[config.mk]
export PLATFORM = sky130hd
export DESIGN_NAME = opaddr_gen
export DESIGN_NICKNAME = d
export VERILOG_FILES = /design/src/rtl/opaddr_pkg.sv /design/src/rtl/opaddr_regloc.sv /design/src/rtl/opaddr_arith.sv /design/src/rtl/opaddr_gen.sv
export SDC_FILE = /design/constraint.sdc
export NUM_CORES = 1
export LEC_CHECK = 0
export ABC_CLOCK_PERIOD_IN_PS = 3300
export BUFFER_PORTS_ARGS = -buffer_cell sky130_fd_sc_hd__buf_2
export CORE_UTILIZATION = 40
export CTS_CLUSTER_SIZE = 24
export DETAILED_ROUTE_END_ITERATION = 8
export SLEW_MARGIN = 10
export SYNTH_ARGS = -nofsm -noshare
export SYNTH_HDL_FRONTEND = slang
export SYNTH_HIERARCHICAL = 1
export SYNTH_SLANG_ARGS = --single-unit
[constraint.sdc]
create_clock -name clk -period 3.3 [get_ports clk]
set_input_delay 0.495 -clock clk [delete_from_list [all_inputs] [get_ports clk]]
set_output_delay 0.495 -clock clk [all_outputs]
set_load 0.05 [all_outputs]
[src/rtl/opaddr_pkg.sv]
package opaddr_pkg;

    typedef enum logic [1:0] {
        AM_REG  = 2'b00,
        AM_IND  = 2'b01,
        AM_IDX  = 2'b10,
        AM_AUTO = 2'b11
    } amode_t;

    typedef enum logic [1:0] {
        S_IDLE = 2'b00,
        S_RD   = 2'b01,
        S_WAIT = 2'b10,
        S_WB   = 2'b11
    } gstate_t;

endpackage

[src/rtl/opaddr_regloc.sv]
module opaddr_regloc #(
    parameter int AW = 16,
    parameter int RW = 4
) (
    input  logic [AW-1:0] base,
    input  logic [RW-1:0] rnum,
    output logic [AW-1:0] loc
);
    localparam int PADW = AW - RW - 1;

    logic [AW-1:0] offset;

    // each register is one word, two bytes apart
    assign offset = {{PADW{1'b0}}, rnum, 1'b0};
    assign loc    = base + offset;
endmodule

[src/rtl/opaddr_arith.sv]
module opaddr_arith #(
    parameter int AW = 16
) (
    input  logic [AW-1:0] content,
    input  logic [AW-1:0] disp,
    input  logic          use_disp,
    input  logic          byte_sz,
    output logic [AW-1:0] eff,
    output logic [AW-1:0] bumped
);
    localparam logic [AW-1:0] STEP_BYTE = AW'(1);
    localparam logic [AW-1:0] STEP_WORD = AW'(2);

    logic [AW-1:0] addend;

    always_comb begin
        addend = use_disp ? disp : '0;
        eff    = content + addend;
        bumped = content + (byte_sz ? STEP_BYTE : STEP_WORD);
    end
endmodule

[src/rtl/opaddr_gen.sv]
module opaddr_gen
    import opaddr_pkg::*;
#(
    parameter int AW   = 16,
    parameter int NREG = 16
) (
    input  logic          clk,
    input  logic          rst_n,
    input  logic          start,
    input  logic [1:0]    mode,
    input  logic [3:0]    reg_num,
    input  logic          byte_op,
    input  logic [15:0]   ext_word,
    input  logic [15:0]   wp,
    output logic          busy,
    output logic          done,
    output logic          is_reg,
    output logic [15:0]   ea,
    output logic          ext_used,
    output logic          mem_req,
    output logic          mem_we,
    output logic [15:0]   mem_addr,
    output logic [15:0]   mem_wdata,
    input  logic [15:0]   mem_rdata
);
    localparam int RW = $clog2(NREG);

    typedef struct packed {
        gstate_t       st;
        amode_t        md;
        logic          done;
        logic          is_reg;
        logic          ext_used;
        logic [AW-1:0] ea;
        logic [AW-1:0] ext;
        logic [AW-1:0] raddr;
        logic [AW-1:0] wbval;
    } gen_t;

    gen_t q, d;

    logic [AW-1:0] loc_now;
    logic [AW-1:0] eff_calc;
    logic [AW-1:0] bump_calc;
    logic          byte_q;

    opaddr_regloc #(.AW(AW), .RW(RW)) u_loc (
        .base (wp),
        .rnum (reg_num[RW-1:0]),
        .loc  (loc_now)
    );

    opaddr_arith #(.AW(AW)) u_arith (
        .content  (mem_rdata),
        .disp     (q.ext),
        .use_disp (q.md == AM_IDX),
        .byte_sz  (byte_q),
        .eff      (eff_calc),
        .bumped   (bump_calc)
    );

    always_comb begin
        d      = q;
        d.done = 1'b0;
        unique case (q.st)
            S_IDLE: begin
                if (start) begin
                    d.md       = amode_t'(mode);
                    d.ext      = ext_word;
                    d.raddr    = loc_now;
                    d.ext_used = (amode_t'(mode) == AM_IDX);
                    d.is_reg   = (amode_t'(mode) == AM_REG);
                    if (amode_t'(mode) == AM_REG) begin
                        d.ea   = loc_now;
                        d.done = 1'b1;
                    end else if (amode_t'(mode) == AM_IDX && reg_num == '0) begin
                        d.ea   = ext_word;
                        d.done = 1'b1;
                    end else begin
                        d.st   = S_RD;
                    end
                end
            end
            S_RD: begin
                d.st = S_WAIT;
            end
            S_WAIT: begin
                d.ea    = eff_calc;
                d.wbval = bump_calc;
                if (q.md == AM_AUTO) begin
                    d.st   = S_WB;
                end else begin
                    d.st   = S_IDLE;
                    d.done = 1'b1;
                end
            end
            S_WB: begin
                d.st   = S_IDLE;
                d.done = 1'b1;
            end
            default: d.st = S_IDLE;
        endcase
    end

    always_ff @(posedge clk) begin
        if (!rst_n) begin
            q      <= '0;
            byte_q <= 1'b0;
        end else begin
            q <= d;
            if (q.st == S_IDLE && start) byte_q <= byte_op;
        end
    end

    assign busy      = (q.st != S_IDLE);
    assign done      = q.done;
    assign is_reg    = q.is_reg;
    assign ea        = q.ea;
    assign ext_used  = q.ext_used;
    assign mem_req   = (q.st == S_RD) || (q.st == S_WB);
    assign mem_we    = (q.st == S_WB);
    assign mem_addr  = q.raddr;
    assign mem_wdata = q.wbval;

    AST_DIRECT_NO_EXT: assert property (@(posedge clk) disable iff (!rst_n)
        done && is_reg |-> !ext_used);
    AST_READ_THEN_WAIT: assert property (@(posedge clk) disable iff (!rst_n)
        mem_req && !mem_we |=> busy && !mem_req);
    AST_EXT_NOT_REG: assert property (@(posedge clk) disable iff (!rst_n)
        done && ext_used |-> !is_reg);
    AST_WB_BEFORE_DONE: assert property (@(posedge clk) disable iff (!rst_n)
        mem_req && mem_we |=> done);
    AST_WB_ONLY_AUTO: assert property (@(posedge clk) disable iff (!rst_n)
        mem_req && mem_we |-> q.md == AM_AUTO);
    AST_IDLE_QUIET: assert property (@(posedge clk) disable iff (!rst_n)
        !busy |-> !mem_req);
    AST_WB_SAME_ADDR: assert property (@(posedge clk) disable iff (!rst_n)
        mem_req && mem_we |-> mem_addr == $past(mem_addr, 2));
endmodule

==> flow_metrics.env <==
export IMPL_synthFlopType="dfxtp_1"
export IMPL_cts_tree="yes"
export IMPL_clkTransAtPathRegs_ns=0.06
export IMPL_critPathMaxStageDelay_ns=0.44
export IMPL_syn_to_final_growth_pct=12.2
export IMPL_drive_gt1_share_pct=23.5
export IMPL_hold_violations=0
export IMPL_relSlewSlack_pct=44.3
export IMPL_crit_arrival_ns=3.07
export IMPL_hold_path_class="in -> reg"
export IMPL_design_area_sq_mm=0.00562
export IMPL_cpMostUsedCell="a21oi_1"
export IMPL_synthCells=627
export IMPL_cp_slowest_cell="fa_1"
export IMPL_grt_pass1_wl_mm=22.2
export IMPL_grt_pass1_vias=4232
export IMPL_dp_hpwl_mm=10.3
export IMPL_synth_simple_area_share_pct=21.6
export IMPL_numClockSinks=72
export IMPL_die_h_um=114
export IMPL_synth_async_reset_ratio_pct=0
export IMPL_crit_buf_inv=1
export IMPL_min_period_ns=2.81
export IMPL_worstPathCellList="nor2b_1 -> buf_4 -> and2_1 -> ha_1 -> fa_1 -> a21oi_1 -> o211ai_1 -> a21oi_1 -> o21bai_1 -> xor2_1 -> nand2_1 -> a311oi_1"
export IMPL_place_ws_ns=0.442
export IMPL_coreArea_sq_mm=0.0121
export IMPL_power_mw=2.67
export IMPL_postRouteAntennaNets=0
export IMPL_grt_max_degree=40
export IMPL_synth_compound_area_share_pct=23.4
export IMPL_final_common_cell="nand2_1"
export IMPL_yosysUniqueCellTypes=53
export IMPL_route_detailed_drc=0
export IMPL_fmaxAchievable_mhz=355
export IMPL_fin_crit_sh_pct=85.3
export IMPL_globalplace_congestion=0.809
export IMPL_crit_fanout=16
export IMPL_syn_area_per_cell_sq_um=7.99
export IMPL_ir_drop_uv=277
export IMPL_synth_area_sq_mm=0.00501
export IMPL_rows=40
export IMPL_drtIter0Drc=261
export IMPL_rsz0062_at_grt="no"
export IMPL_regMostFlops="q"
export IMPL_synth_top_area_share_pct=28.8
export IMPL_cts_repair_resized=0
export IMPL_die_width_um=114
export IMPL_track_usage_pct=22.2
export IMPL_insertion_delay_ns=0.35
export IMPL_cp_top_family="compound AO/OA/AOI/OAI gates"
export IMPL_gr_total_overflow=0
export IMPL_end_kind="flip-flop"
export IMPL_post_cts_buffers=0
export IMPL_vias=4437
export IMPL_h_tree_depth=3
export IMPL_instances_no_fill=840
export IMPL_synth_area_leaders="dfxtp_1 (29%), nand2_1 (10%), buf_4 (7.6%)"
export IMPL_cts_buffer_depth=2
export IMPL_n_antenna_cell=0
export IMPL_viasPerCell=5.28
export IMPL_synth_xor_xnor_area_share_pct=7.16
export IMPL_boundaryPins=112
export IMPL_cts_root_buffer_cell="clkbuf_16"
export IMPL_hold_buffers=0
export IMPL_layout_common_cells="nand2_1 (136), buf_2 (111), dfxtp_1 (72)"
export IMPL_p_leak_nw=2.37
export IMPL_synthMuxAreaShare_pct=0.424
export IMPL_placed_cell_area_sq_mm=0.00528
export IMPL_setup_viol=0
export IMPL_slew_violations=0
export IMPL_grt_antenna_before_repair=0
export IMPL_routed_wl_mm=13.9
export IMPL_wl_per_cell_um=16.6
export IMPL_critPathRequiredTime_ns=3.55
export IMPL_fin_nets=749
export IMPL_ys_seq_area_share_pct=28.8
export IMPL_synth_edf_count=0
export IMPL_skew_ns=0.00841
export IMPL_worstMarginPinSlew_ns=0.835
export IMPL_numPortBuffers=111
export IMPL_p_per_area_mw_per_mm2=474
export IMPL_drt_pass1_iterations=5
export IMPL_ys_warn_count=6
export IMPL_synth_top_family_by_area="compound AO/OA/AOI/OAI gates"
export IMPL_synth_nets=709
export IMPL_crit_type="reg -> reg"
export IMPL_start_kind="flip-flop"
export IMPL_die_area_sq_mm=0.0130
export IMPL_synthAdderAreaFrac_pct=6.44
export IMPL_yosysTopAreaCell="dfxtp_1"
export IMPL_synth_ff_latch_count=72
export IMPL_tns_ns=0
export IMPL_fin_ws_ns=0.485
export IMPL_dp_cells=824
export IMPL_initial_core_util_pct=41.4
export IMPL_status="finished, final reports clean"
export IMPL_max_cap_violations=0
export IMPL_largest_reg_flops=20
export IMPL_numCtsBuffers=9
-- cell families (layout without fill, tap and decap cells) --
kind of cell    Yosys count  after routing
compound gates          166            166
xor+xnor                 41             41
fa+ha+maj                24             24
buf+inv                  98            143
flops                    72             72
mux                       2              2
simple gates            224            224
-- worst paths after layout --
path / start / endpoint / slack (ns) / cells past startpoint
hold / removal: byte_op / byte_q / 0.40 / 3
hold reg to reg: q[34] / q[34] / 0.45 / 2
setup / recovery: q[68] / ea[12] / 0.49 / 12
setup reg to reg: q[68] / ea[12] / 0.49 / 12
-- worst min-delay path, stage by stage --
cell and delay (ns):
buf_2 0.10, nand2_1 0.05, a21oi_1 0.05
-- per-layer routing --
layer	wire length [um]	global-route usage, %	vias to the layer above
li1	-	-	2228
met1	6520	29.9	2082
met2	6560	35.6	113
met3	631	4.73	14
met4	205	6.84	0
met5	0	0	-
-- power breakdown --
part | total (mW) | internal [mW] | switching (mW)
registers | 0.957 | 0.923 | 0.0344
clock network | 1.12 | 0.725 | 0.392
logic | 0.593 | 0.191 | 0.402
-- cell type report --
| type | instances | area (sq um) |
|---|---|---|
| timing repair buffer | 119 | 628 |
| fill | 1257 | 6490 |
| multi-input combinational | 457 | 2970 |
| tap | 168 | 210 |
| clock inverter | 4 | 73.8 |
| clock buffer | 12 | 267 |
| inverter | 8 | 30.0 |
| sequential | 72 | 1440 |
-- synthesized netlist by cell type, types with 2 or more instances --
cell	n
and2_1	19
xor2_1	14
buf_1	2
a21o_1	9
buf_2	16
o21bai_1	2
nor2_1	8
dfxtp_1	72
a311oi_1	8
o211ai_1	2
a211o_1	16
o21ai_0	23
a211oi_1	18
buf_4	51
and3_1	4
fa_1	3
nor2b_1	3
nand3_1	16
xnor2_1	27
or3b_1	16
nor3b_2	2
a21oi_1	66
buf_6	4
inv_1	7
ha_1	21
clkbuf_1	16
nand2_1	136
a311oi_2	9
nor3_1	3
o21ai_1	3
nand4_1	8
or3_1	2
-- stage by stage --
stage               hold WS, ns  util (%)
finish                    0.400      46.4
global route              0.406      46.4
CTS                       0.391      46.4
detailed placement        0.443      43.6
global placement          0.440      43.6
floorplan                 0.432         -
Note: power is estimated with default switching activity, not from simulation.
